**src/rtl/divclk_pkg.sv**
```systemverilog
// Package: divclk_pkg
// Shared constants for the clock output divider: the register width, the
// position of the enable bit and the reset image of the mode register.
// Assumes that the selector field starts at bit 0 and sits below the enable.
package divclk_pkg;
    localparam int REG_W      = 8;
    localparam int EN_POS     = 4;
    localparam int RESET_CODE = 1;
endpackage

```
**src/rtl/divclk_mode_reg.sv**
```systemverilog
// Module: divclk_mode_reg
// Holds the enable bit and the divide selector. Applies masked writes,
// refuses prohibited codes, and locks the selector while the output is
// active. Assumes that busy is high for as long as any divided or
// bypassed output path may still be driving the pin.
module divclk_mode_reg
    import divclk_pkg::*;
#(
    parameter int SEL_W    = 3,
    parameter int MAX_CODE = 4
) (
    input  logic             clk,
    input  logic             rst_n,
    input  logic             wr_en,
    input  logic [REG_W-1:0] wr_mask,
    input  logic [REG_W-1:0] wr_data,
    input  logic             busy,
    output logic             en_o,
    output logic [SEL_W-1:0] sel_o,
    output logic [REG_W-1:0] rdata_o,
    output logic             err_o
);
    logic             en_q;
    logic [SEL_W-1:0] sel_q;
    logic             err_q;
    logic             cand_en;
    logic [SEL_W-1:0] cand_sel;
    logic             code_bad;
    logic             sel_lock;
    logic             reserved_unused;

    // Candidate values after merging the masked write with the held state.
    always_comb begin
        for (int i = 0; i < SEL_W; i++) begin
            cand_sel[i] = wr_mask[i] ? wr_data[i] : sel_q[i];
        end
        cand_en  = wr_mask[EN_POS] ? wr_data[EN_POS] : en_q;
        code_bad = (cand_sel > SEL_W'(MAX_CODE));
        sel_lock = en_q || busy;
    end

    // Reserved write bits carry no state; fold them into a named sink.
    assign reserved_unused = ^{wr_mask, wr_data};

    // Register update: the enable always follows the write; the selector only when legal and idle.
    always_ff @(posedge clk) begin
        if (!rst_n) begin
            en_q  <= 1'b0;
            sel_q <= SEL_W'(RESET_CODE);
            err_q <= 1'b0;
        end else begin
            err_q <= wr_en && code_bad;
            if (wr_en) begin
                en_q <= cand_en;
                if (!code_bad && !sel_lock) begin
                    sel_q <= cand_sel;
                end
            end
        end
    end

    // Read image: the unused bits read as zero.
    always_comb begin
        rdata_o               = '0;
        rdata_o[EN_POS]       = en_q;
        rdata_o[SEL_W-1:0]    = sel_q;
    end

    assign en_o  = en_q;
    assign sel_o = sel_q;
    assign err_o = err_q;

    // The held selector never takes a prohibited code.
    assert_sel_legal_R10: assert property (@(posedge clk) disable iff (!rst_n)
        sel_q <= SEL_W'(MAX_CODE));

    // The selector cannot move while the output is enabled or winding down.
    assert_sel_locked_R9: assert property (@(posedge clk) disable iff (!rst_n)
        (en_q || busy) |=> $stable(sel_q));

    // The write that raised an error left the selector untouched.
    assert_err_keeps_sel_R10: assert property (@(posedge clk) disable iff (!rst_n)
        err_q |-> $stable(sel_q));
endmodule

```
**src/rtl/divclk_div_core.sv**
```systemverilog
// Module: divclk_div_core
// Free-running counter with one tap per divide stage. It starts from zero
// when the enable is seen with a divided code selected. Once the enable is
// gone, it stops only when the selected tap is about to fall, so the last
// high phase is never cut short. Assumes that the selector stays still while running.
module divclk_div_core #(
    parameter int DIV_STAGES = 4,
    parameter int SEL_W      = 3
) (
    input  logic             clk,
    input  logic             rst_n,
    input  logic             en,
    input  logic [SEL_W-1:0] sel,
    output logic             run_o,
    output logic             div_o
);
    logic [DIV_STAGES-1:0] cnt_q;
    logic [DIV_STAGES-1:0] cnt_inc;
    logic [DIV_STAGES-1:0] tap_hit;
    logic                  run_q;
    logic                  cur_bit;
    logic                  nxt_bit;
    logic                  is_div;

    // One-hot decode of the selector onto counter taps: code k picks bit k-1.
    for (genvar g = 0; g < DIV_STAGES; g++) begin : g_tap
        assign tap_hit[g] = (sel == SEL_W'(g + 1));
    end

    // Tap values now and after the next increment.
    always_comb begin
        cnt_inc = cnt_q + DIV_STAGES'(1);
        cur_bit = |(tap_hit & cnt_q);
        nxt_bit = |(tap_hit & cnt_inc);
        is_div  = |tap_hit;
    end

    // Run control: start from zero, count, and stop at the end of a high phase.
    always_ff @(posedge clk) begin
        if (!rst_n) begin
            run_q <= 1'b0;
            cnt_q <= '0;
        end else if (!run_q) begin
            run_q <= en && is_div;
            cnt_q <= '0;
        end else if (!en && !nxt_bit) begin
            run_q <= 1'b0;
            cnt_q <= '0;
        end else begin
            cnt_q <= cnt_inc;
        end
    end

    assign run_o = run_q;
    assign div_o = run_q && cur_bit;

    // Each start of the divider begins from a cleared counter.
    assert_restart_zero_R7: assert property (@(posedge clk) disable iff (!rst_n)
        $rose(run_q) |-> (cnt_q == '0));

    // The divider never stops while its output is in a high phase.
    assert_stop_not_high_R8: assert property (@(posedge clk) disable iff (!rst_n)
        $fell(run_q) |-> !$past(cur_bit && nxt_bit));
endmodule

```
**src/rtl/divclk_out_stage.sv**
```systemverilog
// Module: divclk_out_stage
// Chooses between the bypassed input clock and the divided clock. The
// bypass gate is updated on the falling edge, so it only opens or closes
// while the input clock is low. Assumes that the divider and the bypass
// are never active together.
module divclk_out_stage #(
    parameter int SEL_W = 3
) (
    input  logic             clk,
    input  logic             rst_n,
    input  logic             en,
    input  logic [SEL_W-1:0] sel,
    input  logic             run,
    input  logic             div_in,
    output logic             byp_o,
    output logic             clk_out
);
    logic byp_q;

    // Bypass gate, moved only while the input clock is low.
    always_ff @(negedge clk) begin
        if (!rst_n) begin
            byp_q <= 1'b0;
        end else begin
            byp_q <= en && (sel == '0);
        end
    end

    // Pin drive: the input clock through the gate, or the divided clock.
    assign clk_out = byp_q ? clk : div_in;
    assign byp_o   = byp_q;

    // Only one output path may be active at a time.
    assert_one_path_R5: assert property (@(posedge clk) disable iff (!rst_n)
        !(byp_q && run));

    // With both paths idle the pin is low even while the clock is high.
    assert_idle_low_R6: assert property (@(posedge clk) disable iff (!rst_n)
        (!byp_q && !run) |-> !clk_out);
endmodule

```
**src/rtl/divclk_out.sv**
```systemverilog
// Module: divclk_out
// Top of the programmable clock output divider: the mode register, the
// divider core and the output stage. Assumes that clk is the already
// prescaled source clock and that the pin multiplexing lies outside.
module divclk_out
    import divclk_pkg::*;
#(
    parameter int DIV_STAGES = 4
) (
    input  logic             clk,
    input  logic             rst_n,
    input  logic             wr_en,
    input  logic [REG_W-1:0] wr_mask,
    input  logic [REG_W-1:0] wr_data,
    output logic [REG_W-1:0] rd_data,
    output logic             clk_out,
    output logic             sel_err
);
    localparam int SEL_W = $clog2(DIV_STAGES + 1);

    logic             en;
    logic [SEL_W-1:0] sel;
    logic             run;
    logic             div_clk;
    logic             byp;
    logic             busy;

    // The selector stays locked until both output paths have gone quiet.
    assign busy = run || byp;

    divclk_mode_reg #(
        .SEL_W    (SEL_W),
        .MAX_CODE (DIV_STAGES)
    ) mode_i (
        .clk     (clk),
        .rst_n   (rst_n),
        .wr_en   (wr_en),
        .wr_mask (wr_mask),
        .wr_data (wr_data),
        .busy    (busy),
        .en_o    (en),
        .sel_o   (sel),
        .rdata_o (rd_data),
        .err_o   (sel_err)
    );

    divclk_div_core #(
        .DIV_STAGES (DIV_STAGES),
        .SEL_W      (SEL_W)
    ) core_i (
        .clk   (clk),
        .rst_n (rst_n),
        .en    (en),
        .sel   (sel),
        .run_o (run),
        .div_o (div_clk)
    );

    divclk_out_stage #(
        .SEL_W (SEL_W)
    ) out_i (
        .clk     (clk),
        .rst_n   (rst_n),
        .en      (en),
        .sel     (sel),
        .run     (run),
        .div_in  (div_clk),
        .byp_o   (byp),
        .clk_out (clk_out)
    );
endmodule

```
**config.mk**
```make
export PLATFORM = sky130hd
export DESIGN_NAME = divclk_out
export DESIGN_NICKNAME = d
export VERILOG_FILES = /design/src/rtl/divclk_pkg.sv /design/src/rtl/divclk_mode_reg.sv /design/src/rtl/divclk_div_core.sv /design/src/rtl/divclk_out_stage.sv /design/src/rtl/divclk_out.sv
export SDC_FILE = /design/constraint.sdc
export NUM_CORES = 1
export LEC_CHECK = 0
export BUFFER_PORTS_ARGS = -buffer_cell sky130_fd_sc_hd__buf_2
export CAP_MARGIN = 25
export CORE_UTILIZATION = 44
export CTS_CLUSTER_DIAMETER = 200
export CTS_CLUSTER_SIZE = 8
export DETAILED_ROUTE_END_ITERATION = 16
export GPL_ROUTABILITY_DRIVEN = 0
export PLACE_DENSITY = 0.83
export SLEW_MARGIN = 40
export SYNTH_ARGS = -nofsm -noshare
export SYNTH_HDL_FRONTEND = slang
export SYNTH_SLANG_ARGS = --single-unit
```
**constraint.sdc**
```tcl
create_clock -name clk -period 1.61 [get_ports clk]
set_clock_uncertainty 0.1 [all_clocks]
set_input_delay 0.2415 -clock clk [delete_from_list [all_inputs] [get_ports clk]]
set_output_delay 0.2415 -clock clk [all_outputs]
set_load 0.02 [all_outputs]
```
== Word-level counts from Yosys, hierarchy flattened ==
Index checks and enable logic that the tools add are counted.

* Bits in registers: 11
* Input bits: 19
* Output and inout bits: 10
* Logic and storage cells: 41

* Add/sub/neg operators: 1
* $lt $le $gt $ge: 1
* Eq/ne operators: 4
* Muxes and demuxes: 6
* Bitwise logic cells: 4
* Reduce and logical (&&, ||, !) cells: 19

{| class="wikitable"
|+ Operator list
! operator !! number
|-
| $reduce_or A4 Y1 || 3
|-
| $and A4 B4 Y4 || 2
|-
| $eq A3 B2 Y1 const B || 2
|-
| $logic_and A1 B1 Y1 || 6
|-
| $mux W1 || 6
|-
| $add A4 B1 Y4 const B || 1
|-
| $logic_not A1 Y1 || 4
|-
| $reduce_and A2 Y1 || 2
|-
| $eq A3 B1 Y1 const B || 1
|-
| $eq A3 B3 Y1 const B || 1
|-
| $gt A3 B3 Y1 const B || 1
|-
| $logic_not A3 Y1 || 1
|-
| $reduce_or A3 Y1 || 1
|-
| $logic_or A1 B1 Y1 || 2
|-
| $not A1 Y1 || 2
|}

== Depth between registers and ports, before layout ==
Gate-level depths: netlist (run 1).

* Word-level depth: 7
* Depth in mapped cells: 5
* Gate-level depth less buffers: 5

== Hierarchy ==
A second synthesis (run 1) with hierarchy kept.

* Cells, all modules: 74
* Area total of the unflattened synthesis: 699.4 um^2

{| class="wikitable"
|+ Modules (own cells, without submodules)
! module !! instances !! cells an instance !! area each (um^2) !! seq. area each (um^2)
|-
| divclk_mode_reg || 1 || 38 || 354.1 || 100.1
|-
| divclk_div_core || 1 || 30 || 286.5 || 100.1
|-
| divclk_out_stage || 1 || 5 || 52.6 || 20.0
|-
| divclk_out || 1 || 1 || 6.3 || 0.0
|}

==> results of run 1 <==
[kinds of logic (layout without fill, tap and decap cells)]
kind of cell             after synthesis  count (layout)  synth area share
AND/OR/NAND/NOR                       29              29             0.278
AO/OA/AOI/OAI                         14              14             0.177
flip-flops                            11              11             0.358
buffers and inverters                  8              39            0.0793
multiplexers                           3               3            0.0528
XOR/XNOR                               2               2            0.0285
adder cells (fa/ha/maj)                1               1            0.0203
other                                  1               4           0.00609
[how the worst max path moves through the flow]
stage,from,to,slack (ns),cells after the start
2_1_floorplan,out_i.byp_o,mode_i.sel_o[0],-0.34,3
3_3_place_gp,out_i.byp_o,mode_i.sel_o[0],-0.38,3
3_5_place_dp,out_i.byp_o,mode_i.sel_o[0],-0.42,3
4_1_cts,out_i.byp_o,clk_out,-0.70,3
5_1_grt,out_i.byp_o,clk_out,-0.74,3
6_report,out_i.byp_o,clk_out,-0.71,3
[power breakdown]
part / internal, mW / leakage (nW) / total, mW / switching [mW]
Combinational: 0.0692 / 0.288 / 0.145 / 0.0763
Clock: 0.178 / 0.0473 / 0.311 / 0.133
Sequential: 0.280 / 0.0914 / 0.293 / 0.0131
Total: 0.527 / 0.426 / 0.750 / 0.223
[flip-flops by register name (all words and copies together), names as in the netlist]
register,cells
out_i.byp_o,1
mode_i.sel_o,3
mode_i.en_o,1
core_i.run_o,1
mode_i.err_o,1
core_i.cnt_q,4
[tightest hold or removal path, stage by stage]
cell and delay, ns:
buf_2 0.10, nand3_1 0.05, a21boi_0 0.07
[cell usage in the layout, fill, tap and decap left out, types with 2 or more instances in the layout]
master	instances
mux2_2	2
buf_4	13
inv_1	2
nand2_1	5
nor2_1	4
nor3b_1	3
dfxtp_2	5
conb_1	4
nor3_1	2
clkbuf_4	6
buf_2	15
nand3_1	2
dfxtp_1	5
nand3b_1	3
[layout make-up]
type | count | area (sq um)
clock inverter | 2 | 8.76
fill | 98 | 365
clock buffer | 7 | 56.3
multi-input combinational | 53 | 442
inverter | 2 | 7.51
tap | 15 | 18.8
sequential | 11 | 230
timing repair buffer | 28 | 173
[metal layers]
layer	global-route usage	vias up
met5	0	-
met4	0.198	0
met3	0.125	7
met2	0.299	34
met1	0.278	298
li1	-	309
[repair_timing]
action | CTS | global route
gates resized for setup | 6 | 14
setup buffers | 1 | 1
pin swaps | 3 | 5
endpoints found under the setup margin | 9 | 13
[per-stage QoR]
stage / setup WS, ns / hold slack (ns) / utilization
2_1_floorplan: -0.343 / 0.281 / -
3_3_place_gp: -0.383 / 0.406 / 0.610
3_5_place_dp: -0.422 / 0.406 / 0.610
4_1_cts: -0.699 / 0.0126 / 0.666
5_1_grt: -0.742 / 0.00662 / 0.719
6_report: -0.705 / 0.00392 / 0.719
==> qor.yml, run 1 <==
synth-seq-area-share: 0.358
violations: "setup timing"
drt_first_pass_iters: 4
vias: 648
synthTopCellsByArea: "dfxtp_1 (36%), buf_4 (6.1%), mux2_2 (3.7%), nand2_1 (3.7%), nand3b_1 (3.7%)"
pwr_density_cell_nw_per_um2: 801
yosysWarnings: 0
wl_microns: 1610
port_buffers: 16
overflow: 0
cts_tree: "built"
vdd_drop_max_v: 0.000645
hold_start: "wr_data[4]"
fp-row-count: 13
n_antenna_cell: 0
synth-main-ff-cell: "dfxtp_1"
grtUsageTotal: 0.235
slowest_delay_ns: 0.32
syn_inst: 69
grt_pass1_wl_microns: 2240
dieArea_sq_um: 1550
drive_gt1_frac: 0.583
cap_violations: 0
grt_pass1_vias: 569
worstPathCellList: "nand2b_4 > o21ai_4 > buf_6"
setup_viol: 9
crit_type: "flop to output pin"
r2r_end: "mode_i.sel_o[2]"
setup_tns_ns: -2.55
syn_avg_cell_area_sq_um: 8.92
power_mw: 0.750
synth_cell_type_count: 33
ant_nets: 0
path_delay_family: "flip-flops"
rsz0062_at_grt: "yes"
worst-r2r-cell-count: 5
synth-async-reset-ratio: 0
clk_pin_slew_worst_paths_ns: 0.08
reg2reg_slack_ns: -0.66
fin_nets: 124
start_util: 0.473
layout.cells.non_filler: 118
syn_area_sq_um: 616
worst_setup_path_end_kind: "output pin"
grt_start_max_net_pins: 8
whs_path_depth: 3
finalHoldViolCount: 0
core_sq_um: 1300
critPathMaxFanout: 3
met3_wirelength_microns: 109
worstReg2RegStart: "out_i.byp_o"
yosysTopAreaCell: "dfxtp_1"
area_growth_pct: 52.0
drc: 0
dp_cells: 109
synth.top_cell.area_share: 0.358
die_x_microns: 39.4
synth_edf_count: 0
dr.first_iter.drc_count: 17
routed-wl-met2_microns: 755
synth_common_cells: "dfxtp_1 (11), nand2_1 (6), buf_4 (5), nor2_1 (4)"
path_buf_inv: 1
m1WireLength_microns: 701
hpwl_microns: 1080
hold_class: "primary input to flop"
place_area_sq_um: 793
slowest_stage: "dfxtp_2"
wl_per_cell_microns: 13.6
cp-start-kind: "flop"
stdcell_area_sq_um: 936
die-height_microns: 39.4
holdPathEnd: "mode_i.en_o"
antenna_found_initial: 0
highest-signal-layer: "met4"
slew_violations: 0
worstSkewPairLatency_ns: 0.46
ctsHoldBuffers: 0
crit_arrival_ns: 1.97
synth_most_common_cell: "dfxtp_1"
viasPerCell: 5.49
cp.required_ns: 1.27
outcome: "finished, violations left"
power.leakage_nw: 0.426
fin_ws_ns: -0.705
synth.ff_latch_count: 11
io_pins: 29
(Power assumes the default switching activity.)
==> run 2: changes to the inputs <==
TNS_END_PERCENT = 30   (was unset)
==> run 2 against run 1 <==
The run still ends with setup timing left. Hold slack gained 0.040 ns. Wire length shrank 2.3%. Worst setup slack gained 0.0025 ns. Sequential power shrank 2%. Clock-buffer cell count grew 1. Cell area shrank 4.0%. Register-to-register slack gained 0.04 ns. Via count shrank 0.15%. Flip-flop and latch count is the same. Critical path type unchanged. Critical endpoint unchanged. Largest power group unchanged.
==> qor.yml, run 2 (same netlist as run 1, synthesis figures left out) <==
n_antenna_cell: 0  # unchanged
grt_start_max_net_pins: 7  # was 8
r2r_end: "mode_i.sel_o[2]"  # unchanged
worstSkewPairLatency_ns: 0.45  # was 0.46 ns
nFillCells: 104  # was 98
die-height_microns: 39.4  # unchanged
setup_tns_ns: -2.58  # was -2.55 ns
setup_viol: 9  # unchanged
cp.required_ns: 1.27  # about the same
start_util: 0.473  # unchanged
overflow: 0  # unchanged
grt_pass1_vias: 612  # was 569
whs_path_depth: 3  # unchanged
core_sq_um: 1300  # unchanged
power.leakage_nw: 0.427  # was 0.426 nW
worst-r2r-cell-count: 4  # was 5
dieArea_sq_um: 1550  # unchanged
slew_violations: 0  # unchanged
drc: 0  # unchanged
regMostFlops: "core_i.cnt_q"  # unchanged
grt_pass1_wl_microns: 2440  # was 2240 microns
fp-row-count: 13  # unchanged
vdd_drop_max_v: 0.000552  # was 0.000645 V
holdPathEnd: "mode_i.en_o"  # unchanged
rsz0062_at_grt: "yes"  # unchanged
cap_violations: 0  # unchanged
area_growth_pct: 45.9  # was 52.0%
final_common_cell: "buf_2"  # unchanged
ant_nets: 0  # unchanged
cp-start-kind: "flop"  # unchanged
io_pins: 29  # unchanged
pwr_density_cell_nw_per_um2: 816  # was 801 nW/um^2
stdcell_area_sq_um: 898  # was 936 sq um
largest_reg_flops: 4  # unchanged
hold_class: "primary input to flop"  # unchanged
grtUsageTotal: 0.241  # was 0.235
worstReg2RegStart: "out_i.byp_o"  # unchanged
viasPerCell: 5.44  # was 5.49
power_mw: 0.733  # was 0.750 mW
worst_setup_path_end_kind: "output pin"  # unchanged
hpwl_microns: 1050  # was 1080 microns
critPathMaxFanout: 3  # unchanged
die_x_microns: 39.4  # unchanged
crit_type: "flop to output pin"  # unchanged
layout_common_cells: "buf_2 (15), buf_4 (12), dfxtp_1 (7)"  # was buf_2 (15), buf_4 (13), clkbuf_4 (6)
outcome: "finished, violations left"  # unchanged
finalHoldViolCount: 0  # unchanged
antenna_found_initial: 0  # unchanged
vias: 647  # was 648
dr.first_iter.drc_count: 33  # was 17
fin_ws_ns: -0.703  # was -0.705 ns
clk_pin_slew_worst_paths_ns: 0.07  # was 0.08 ns
place_area_sq_um: 773  # was 793 sq um
hold_start: "wr_data[4]"  # unchanged
fin_nets: 125  # was 124
reg2reg_slack_ns: -0.62  # was -0.66 ns
port_buffers: 16  # unchanged
drt_first_pass_iters: 4  # unchanged
cts_tree: "built"  # unchanged
wl_per_cell_microns: 13.2  # was 13.6 microns
wl_microns: 1570  # was 1610 microns
violations: "setup timing"  # unchanged
drive_gt1_frac: 0.519  # was 0.583
pre_cts_slack_ns: -0.416  # was -0.422 ns
crit_arrival_ns: 1.97  # about the same
run 2: cell types whose count changed in the layout (fill, tap and decap cells not counted), sizes merged:
cell / change
clkinv: -1
buf: +1
clkbuf: +1
run 2: layout make-up:
type	count	area [sq um]	area share
Inverter	2	7.51	0.00836
Tap cell	15	18.8	0.0209
Sequential cell	11	228	0.253
Multi-Input combinational cell	53	393	0.437
Clock buffer	8	60.1	0.0669
Clock inverter	1	3.75	0.00418
Timing Repair Buffer	29	188	0.209
run 2: power breakdown:
| part | switching [mW] | internal, mW | total, mW |
|---|---|---|---|
| Combinational | 0.0718 | 0.0637 | 0.135 |
| Clock | 0.128 | 0.182 | 0.310 |
| Sequential | 0.00756 | 0.280 | 0.287 |
| Total | 0.207 | 0.526 | 0.733 |
run 2: how the worst max path moves through the flow:
stage / from / endpoint / slack [ns] / cells after the start
detailed placement: out_i.byp_o / mode_i.sel_o[0] / -0.42 / 3
floorplan: out_i.byp_o / mode_i.sel_o[0] / -0.34 / 3
CTS: out_i.byp_o / clk_out / -0.73 / 3
global placement: out_i.byp_o / mode_i.sel_o[0] / -0.37 / 3
global route: out_i.byp_o / clk_out / -0.75 / 3
finish: out_i.byp_o / clk_out / -0.70 / 3
run 2: critical path, cell delays in order, from the launching register on:
cell	delay [ns]
dfxtp_2	0.32
nand2b_4	0.13
o21ai_2	0.14
buf_6	0.13
run 2: per-stage QoR:
stage / utilization / hold slack [ns] / std cells
after detailed placement: 0.594 / 0.378 / 108
after floorplan: - / 0.287 / 72
after global routing: 0.690 / 0.0444 / 119
after global placement: 0.594 / 0.378 / 108
after CTS: 0.684 / 0.0319 / 119
final: 0.690 / 0.0443 / 119
run 2: timing repair:
item,CTS,global route
hold buffers,0,0
endpoints found under the setup margin,7,13
cloned,0,0
resized for setup,13,3
pin swaps,6,4
buffers inserted,4,0
run 2: per-layer routing:
| metal | global-route usage | wire (microns) | vias to the layer above |
|---|---|---|---|
| met4 | 0.138 | 17 | 0 |
| met5 | 0 | 0 | - |
| met2 | 0.377 | 784 | 32 |
| li1 | - | - | 313 |
| met1 | 0.276 | 673 | 300 |
| met3 | 0.0909 | 94 | 2 |
